==> src/rtl/vlpi_deliver_pkg.sv <==
package vlpi_deliver_pkg;

   typedef enum logic [2:0] {
      ST_IDLE   = 3'd0,
      ST_START  = 3'd1,
      ST_READ   = 3'd2,
      ST_EVAL   = 3'd3,
      ST_WRITE  = 3'd4,
      ST_SRCEND = 3'd5,
      ST_FINISH = 3'd6
   } vd_state_e;

   localparam int unsigned BITS_PER_BYTE = 8;

endpackage

==> src/rtl/vlpi_locate.sv <==
module vlpi_locate #(
   parameter int ID_W   = 16,
   parameter int ADDR_W = 32,
   parameter int IDB_W  = 5
) (
   input  logic [ID_W-1:0]   id,
   input  logic [ADDR_W-1:0] base,
   input  logic [IDB_W-1:0]  idbits,
   input  logic              range_chk,
   output logic [ADDR_W-1:0] byte_addr,
   output logic [2:0]        bit_sel,
   output logic              out_of_range
);
   localparam int SHW = IDB_W + 1;

   logic [SHW-1:0] span;

   always_comb begin
      span         = {1'b0, idbits} + SHW'(1);
      byte_addr    = base + ADDR_W'(id >> 3);
      bit_sel      = id[2:0];
      out_of_range = 1'b0;
      if (range_chk && (int'(span) < ID_W)) begin
         out_of_range = ((id >> span) != '0);
      end
   end
endmodule

==> src/rtl/vlpi_bit_rmw.sv <==
module vlpi_bit_rmw (
   input  logic [7:0] rdata,
   input  logic [2:0] bit_sel,
   input  logic       level,
   output logic [7:0] wdata,
   output logic       changed
);
   for (genvar b = 0; b < vlpi_deliver_pkg::BITS_PER_BYTE; b++) begin : g_bit
      assign wdata[b] = (bit_sel == 3'(b)) ? level : rdata[b];
   end

   assign changed = (rdata[bit_sel] != level);
endmodule

==> src/rtl/vlpi_outcome.sv <==
module vlpi_outcome #(
   parameter int ID_W        = 16,
   parameter int SPURIOUS_ID = 1023
) (
   input  logic            resident,
   input  logic            level,
   input  logic            changed,
   input  logic [ID_W-1:0] id,
   input  logic [ID_W-1:0] best_id,
   input  logic [ID_W-1:0] db_id,
   input  logic            lpi_en,
   output logic            want_chk,
   output logic            want_rescan,
   output logic            want_door
);
   localparam logic [ID_W-1:0] SPUR = ID_W'(SPURIOUS_ID);

   always_comb begin
      want_chk    = resident && changed && level;
      want_rescan = resident && changed && !level && (id == best_id);
      want_door   = !resident && level && (db_id != SPUR) && lpi_en;
   end
endmodule

==> src/rtl/vlpi_deliver.sv <==
module vlpi_deliver
   import vlpi_deliver_pkg::*;
#(
   parameter int ID_W        = 16,
   parameter int ADDR_W      = 32,
   parameter int IDB_W       = 5,
   parameter int SPURIOUS_ID = 1023
) (
   input  logic              clk,
   input  logic              rst_n,
   input  logic              req_valid,
   output logic              req_ready,
   input  logic              req_move,
   input  logic [ID_W-1:0]   req_id,
   input  logic              req_level,
   input  logic [ADDR_W-1:0] req_tbl_addr,
   input  logic              req_resident,
   input  logic [IDB_W-1:0]  req_idbits,
   input  logic [ID_W-1:0]   req_best_id,
   input  logic [ID_W-1:0]   req_doorbell_id,
   input  logic [ADDR_W-1:0] req_src_tbl_addr,
   input  logic              req_src_resident,
   input  logic [ID_W-1:0]   req_src_best_id,
   input  logic              lpi_enable,
   output logic              mem_rd_en,
   output logic              mem_wr_en,
   output logic [ADDR_W-1:0] mem_addr,
   output logic [7:0]        mem_wdata,
   input  logic [7:0]        mem_rdata,
   output logic              chk_valid,
   output logic [ID_W-1:0]   chk_id,
   output logic              rescan_valid,
   output logic              rescan_src,
   output logic              doorbell_valid,
   output logic [ID_W-1:0]   doorbell_id,
   output logic              done_valid,
   output logic              done_changed
);
   initial begin
      if (ID_W < 10) $fatal(1, "ID_W must hold the spurious ID");
      if (ADDR_W < ID_W - 3) $fatal(1, "ADDR_W too narrow for table offsets");
      if (IDB_W < 1) $fatal(1, "IDB_W must be positive");
      if (SPURIOUS_ID >= (1 << ID_W)) $fatal(1, "SPURIOUS_ID out of range");
   end

   vd_state_e state_q;

   logic [ID_W-1:0]   id_q, best_q, db_q, src_best_q;
   logic [ADDR_W-1:0] base_q, src_base_q;
   logic [IDB_W-1:0]  idb_q;
   logic              lvl_q, res_q, lpien_q, src_res_q;
   logic              src_phase_q;
   logic [7:0]        wdata_q;
   logic              fin_chk_q, fin_rescan_q, fin_door_q, fin_chg_q;
   logic              src_rescan_q;

   logic [ADDR_W-1:0] act_base, byte_addr;
   logic              act_level, act_rangechk;
   logic [2:0]        bit_sel;
   logic              drop;
   logic [7:0]        new_byte;
   logic              bit_chg;
   logic              w_chk, w_rescan, w_door;

   assign act_base     = src_phase_q ? src_base_q : base_q;
   assign act_level    = src_phase_q ? 1'b0 : lvl_q;
   assign act_rangechk = !src_phase_q && res_q;

   vlpi_locate #(
      .ID_W(ID_W), .ADDR_W(ADDR_W), .IDB_W(IDB_W)
   ) u_locate (
      .id          (id_q),
      .base        (act_base),
      .idbits      (idb_q),
      .range_chk   (act_rangechk),
      .byte_addr   (byte_addr),
      .bit_sel     (bit_sel),
      .out_of_range(drop)
   );

   vlpi_bit_rmw u_rmw (
      .rdata  (mem_rdata),
      .bit_sel(bit_sel),
      .level  (act_level),
      .wdata  (new_byte),
      .changed(bit_chg)
   );

   vlpi_outcome #(
      .ID_W(ID_W), .SPURIOUS_ID(SPURIOUS_ID)
   ) u_outcome (
      .resident   (res_q),
      .level      (lvl_q),
      .changed    (bit_chg),
      .id         (id_q),
      .best_id    (best_q),
      .db_id      (db_q),
      .lpi_en     (lpien_q),
      .want_chk   (w_chk),
      .want_rescan(w_rescan),
      .want_door  (w_door)
   );

   always_ff @(posedge clk) begin
      if (!rst_n) begin
         state_q      <= ST_IDLE;
         id_q         <= '0;
         best_q       <= '0;
         db_q         <= '0;
         src_best_q   <= '0;
         base_q       <= '0;
         src_base_q   <= '0;
         idb_q        <= '0;
         lvl_q        <= 1'b0;
         res_q        <= 1'b0;
         lpien_q      <= 1'b0;
         src_res_q    <= 1'b0;
         src_phase_q  <= 1'b0;
         wdata_q      <= '0;
         fin_chk_q    <= 1'b0;
         fin_rescan_q <= 1'b0;
         fin_door_q   <= 1'b0;
         fin_chg_q    <= 1'b0;
         src_rescan_q <= 1'b0;
      end else begin
         unique case (state_q)
            ST_IDLE: begin
               if (req_valid) begin
                  id_q        <= req_id;
                  best_q      <= req_best_id;
                  db_q        <= req_doorbell_id;
                  src_best_q  <= req_src_best_id;
                  base_q      <= req_tbl_addr;
                  src_base_q  <= req_src_tbl_addr;
                  idb_q       <= req_idbits;
                  lvl_q       <= req_move ? 1'b1 : req_level;
                  res_q       <= req_resident;
                  lpien_q     <= lpi_enable;
                  src_res_q   <= req_src_resident;
                  src_phase_q <= req_move;
                  state_q     <= ST_START;
               end
            end
            ST_START: begin
               if (drop) begin
                  fin_chk_q    <= 1'b0;
                  fin_rescan_q <= 1'b0;
                  fin_door_q   <= 1'b0;
                  fin_chg_q    <= 1'b0;
                  state_q      <= ST_FINISH;
               end else begin
                  state_q <= ST_READ;
               end
            end
            ST_READ: state_q <= ST_EVAL;
            ST_EVAL: begin
               wdata_q <= new_byte;
               if (src_phase_q) begin
                  src_rescan_q <= src_res_q && (id_q == src_best_q);
                  fin_chk_q    <= 1'b0;
                  fin_rescan_q <= 1'b0;
                  fin_door_q   <= 1'b0;
                  fin_chg_q    <= 1'b0;
                  state_q      <= bit_chg ? ST_WRITE : ST_FINISH;
               end else begin
                  fin_chk_q    <= w_chk;
                  fin_rescan_q <= w_rescan;
                  fin_door_q   <= w_door;
                  fin_chg_q    <= bit_chg;
                  state_q      <= bit_chg ? ST_WRITE : ST_FINISH;
               end
            end
            ST_WRITE: state_q <= src_phase_q ? ST_SRCEND : ST_FINISH;
            ST_SRCEND: begin
               src_phase_q <= 1'b0;
               state_q     <= ST_START;
            end
            ST_FINISH: state_q <= ST_IDLE;
            default:   state_q <= ST_IDLE;
         endcase
      end
   end

   always_comb begin
      req_ready      = (state_q == ST_IDLE);
      mem_rd_en      = (state_q == ST_READ);
      mem_wr_en      = (state_q == ST_WRITE);
      mem_addr       = byte_addr;
      mem_wdata      = wdata_q;
      chk_valid      = (state_q == ST_FINISH) && fin_chk_q;
      chk_id         = id_q;
      rescan_valid   = ((state_q == ST_FINISH) && fin_rescan_q) ||
                       ((state_q == ST_SRCEND) && src_rescan_q);
      rescan_src     = (state_q == ST_SRCEND);
      doorbell_valid = (state_q == ST_FINISH) && fin_door_q;
      doorbell_id    = db_q;
      done_valid     = (state_q == ST_FINISH);
      done_changed   = (state_q == ST_FINISH) && fin_chg_q;
   end
endmodule

==> config.mk <==
export PLATFORM = sky130hd
export DESIGN_NAME = vlpi_deliver
export DESIGN_NICKNAME = d
export VERILOG_FILES = /design/src/rtl/vlpi_deliver_pkg.sv /design/src/rtl/vlpi_locate.sv /design/src/rtl/vlpi_bit_rmw.sv /design/src/rtl/vlpi_outcome.sv /design/src/rtl/vlpi_deliver.sv
export SDC_FILE = /design/constraint.sdc
export NUM_CORES = 1
export LEC_CHECK = 0
export ABC_AREA = 1
export CAP_MARGIN = 20
export CELL_PAD_IN_SITES_DETAIL_PLACEMENT = 1
export CELL_PAD_IN_SITES_GLOBAL_PLACEMENT = 1
export CORE_MARGIN = 2
export CORE_UTILIZATION = 35
export CTS_BUF_LIST = sky130_fd_sc_hd__clkbuf_8
export DETAILED_ROUTE_END_ITERATION = 16
export PLACE_DENSITY_LB_ADDON = 0.1
export SLEW_MARGIN = 10
export SYNTH_ARGS = -nofsm -noshare
export SYNTH_HDL_FRONTEND = slang
export SYNTH_SLANG_ARGS = --single-unit
==> constraint.sdc <==
create_clock -name clk -period 3.9 [get_ports clk]
set_clock_uncertainty 0.05 [all_clocks]
set_input_delay 0.39 -clock clk [delete_from_list [all_inputs] [get_ports clk]]
set_output_delay 0.39 -clock clk [all_outputs]
set_load 0.02 [all_outputs]
==> metrics <==
Fin. Hold Viols 0; die area 0.0242 mm²; largest area contributor in the synthesized netlist dfxtp_1; Layout Utilization 0.487; commonest cells in the netlist nand2_1, a21oi_1, dfxtp_1; Port Buffers 229; grt ovf 0; top post-synthesis cells by area dfxtp_1, a21oi_1, nand2_1; placed cells 1,607; antenna violations before repair 3; Seq/Total Area, Yosys 0.383; worst-path fanout max 28; busiest grt layer met2; # rows 55; antenna-violating nets left 0; Rel. slew slack 0.364; non-filler cells, final 1,641; RSZ-0062 raised after global routing yes; layout cells sized above 1 0.0695; Finished Cell Area 0.0110 mm²; max-slew violation count 0; WHS 0.274 ns; register bit total from synthesis 154; number of setup buffers added after CTS 0; Vias 8,485; Synth cell types 44; clock sink count 154; Final Cycle Share 0.952; Net Sw Frac 0.424; Post-synth EDFFs 0; Hold Path Class in -> reg; M1 GR Usage 0.317; Initial Util 0.356; post-DP HPWL 22.3 mm; critical path data required time 3.46 ns; Synthesis Warnings 0; clk_lat worst skew 0.44 ns; DRT iter0 DRCs 318; Static Leakage 4.26 nW; Setup TNS Final 0 ns; vias in the first global route 8,493; main flop type after synthesis dfxtp_1; CTS tree done; CP Class reg -> out; Final Net Count 1,504; Synth top area share 0.383; data arrival time of the critical path 3.27 ns; final routed DRC violation total 0; Power Dens Cells 572 mW/mm²; outcome complete, no violations; Worst Tran Pin Value 0.954 ns; final setup vio count 0; Placement Cell Area 0.0105 mm²; maximum vdd drop 0.254 mV; DRT Pass-1 Iters 4; core region area 0.0226 mm²; Reg clk slew, reported paths 0.08 ns; CTS Buf Count 17; largest net degree at the start of global routing 128; Async S/R FF share, synth 0; Root Driver clkbuf_8; type of origin of the critical path flop; Avg Vias per Cell 5.17; clock share of power 0.199; Post-Synthesis Mean Instance Area 7.04 µm²; Int Pwr 3.62 mW; final WL 30.1 mm; combinational share of power 0.462; Syn Nets 1,305; clock buffer depth 2; Ports 230; crit path time final 3.71 ns; Sequential Power Share 0.339; post-place setup slack 0.230 ns; dominant cell by count in the synthesized netlist nand2_1; setup ws final 0.186 ns; GP Congestion 0.914; gr usage total 0.245; met2 usage 0.424; Syn Std Cell Area 0.00805 mm²; total power 6.28 mW; wire per inst 18.3 µm; met3 Track Usage GR 0.0478; Die Ht 156 µm; first-pass GRT wire length 46.5 mm; Syn-to-layout area delta 36.6%; H-tree levels 4; die width 156 µm; switching power 2.66 mW; number of max-cap violations 0; CP Capture Type output pin; Achievable Freq 269 MHz; instance count of the mapped netlist 1,142
==> what timing repair did <==
action | in CTS | in global routing
resized for setup | 3 | 13
hold buffers | 0 | 0
setup endpoints to repair | 14 | 20
==> registers in the layout, summed over array words and instances (netlist names) <==
register	cells
res_q	1
lpien_q	1
fin_door_q	1
base_q	32
chk_id	16
idb_q	5
doorbell_id	16
src_rescan_q	1
mem_wdata	8
state_q	3
src_phase_q	1
src_best_q	16
best_q	16
fin_rescan_q	1
lvl_q	1
fin_chk_q	1
fin_chg_q	1
src_res_q	1
src_base_q	32
==> layout by cell type, fill, tap and decap left out, drive strengths merged <==
master,netlist,routed
diode,0,3
clkinvlp,0,2
o21a,3,3
a211oi,2,2
o21bai,2,2
o31ai,1,1
nand2,231,231
xor2,28,28
nand3,97,97
clkinv,1,8
o211ai,3,3
and2,1,1
clkdlybuf4s50,0,222
clkbuf,51,20
bufinv,0,2
nand3b,4,4
a2111oi,1,1
inv,107,107
nand4,18,18
a221oi,1,1
nor3,19,19
o2111ai,4,4
a22o,1,1
buf,17,21
o22ai,5,5
a21oi,177,177
nor2,58,58
a31oi,2,2
ha,13,13
xnor2,14,14
dlymetal6s2s,0,5
o21ai,122,122
nor4,4,4
dfxtp,154,154
fa,1,1
==> layer usage <==
layer	share of wire	wire, µm
met1	0.45	13600
met2	0.48	14600
met3	0.053	1600
met4	0.010	310
met5	0	0
==> path summary, 6_finish.rpt <==
path                            slack, ns      endpoint        start  depth (start not counted)
worst max-delay path                 0.19  mem_addr[20]  src_phase_q                         11
worst min-delay path                 0.27   src_phase_q        rst_n                          3
worst min register to register       0.40     base_q[0]    base_q[0]                          2
worst max register to register       1.80     fin_chk_q    chk_id[2]                         11
==> cell families (layout without fill, tap and decap cells) <==
group	Yosys count	in the layout	share of synthesized area
AND/OR/NAND/NOR	432	432	0.240
adder cells (fa/ha/maj)	14	14	0.0227
other	0	3	0
buffers and inverters	176	387	0.0894
AO/OA/AOI/OAI	324	324	0.219
flip-flops	154	154	0.383
XOR/XNOR	42	42	0.0457
==> cell type report <==
type	count	area (µm²)
Antenna cell	3	7.51
Tap cell	285	357
Clock inverter	11	121
Inverter	108	408
Timing Repair Buffer	248	2470
Sequential cell	154	3090
Clock buffer	20	275
Fill cell	2850	11600
Multi-Input combinational cell	812	4270
==> power by group through the flow <==
stage                     Sequential, mW  Combinational [mW]  Clock (mW)
after floorplan                     2.16                1.72           0
after global placement              2.16                2.88           0
after detailed placement            2.17                2.91           0
after CTS                           2.13                2.92        1.28
after global routing                2.17                3.19        1.35
final                               2.13                2.90        1.25
==> critical path, stage by stage, from the launching register on <==
cell and delay [ns]:
dfxtp_4 0.51, nand2_1 0.08, o21ai_0 0.10, ha_1 0.23, fa_1 0.28, inv_1 0.06
o21a_1 0.21, o21ai_1 0.31, a21oi_2 0.12, nor2_1 0.13, xor2_1 0.17, clkdlybuf4s50_1 0.63
Power figures use the tool's default switching activity.
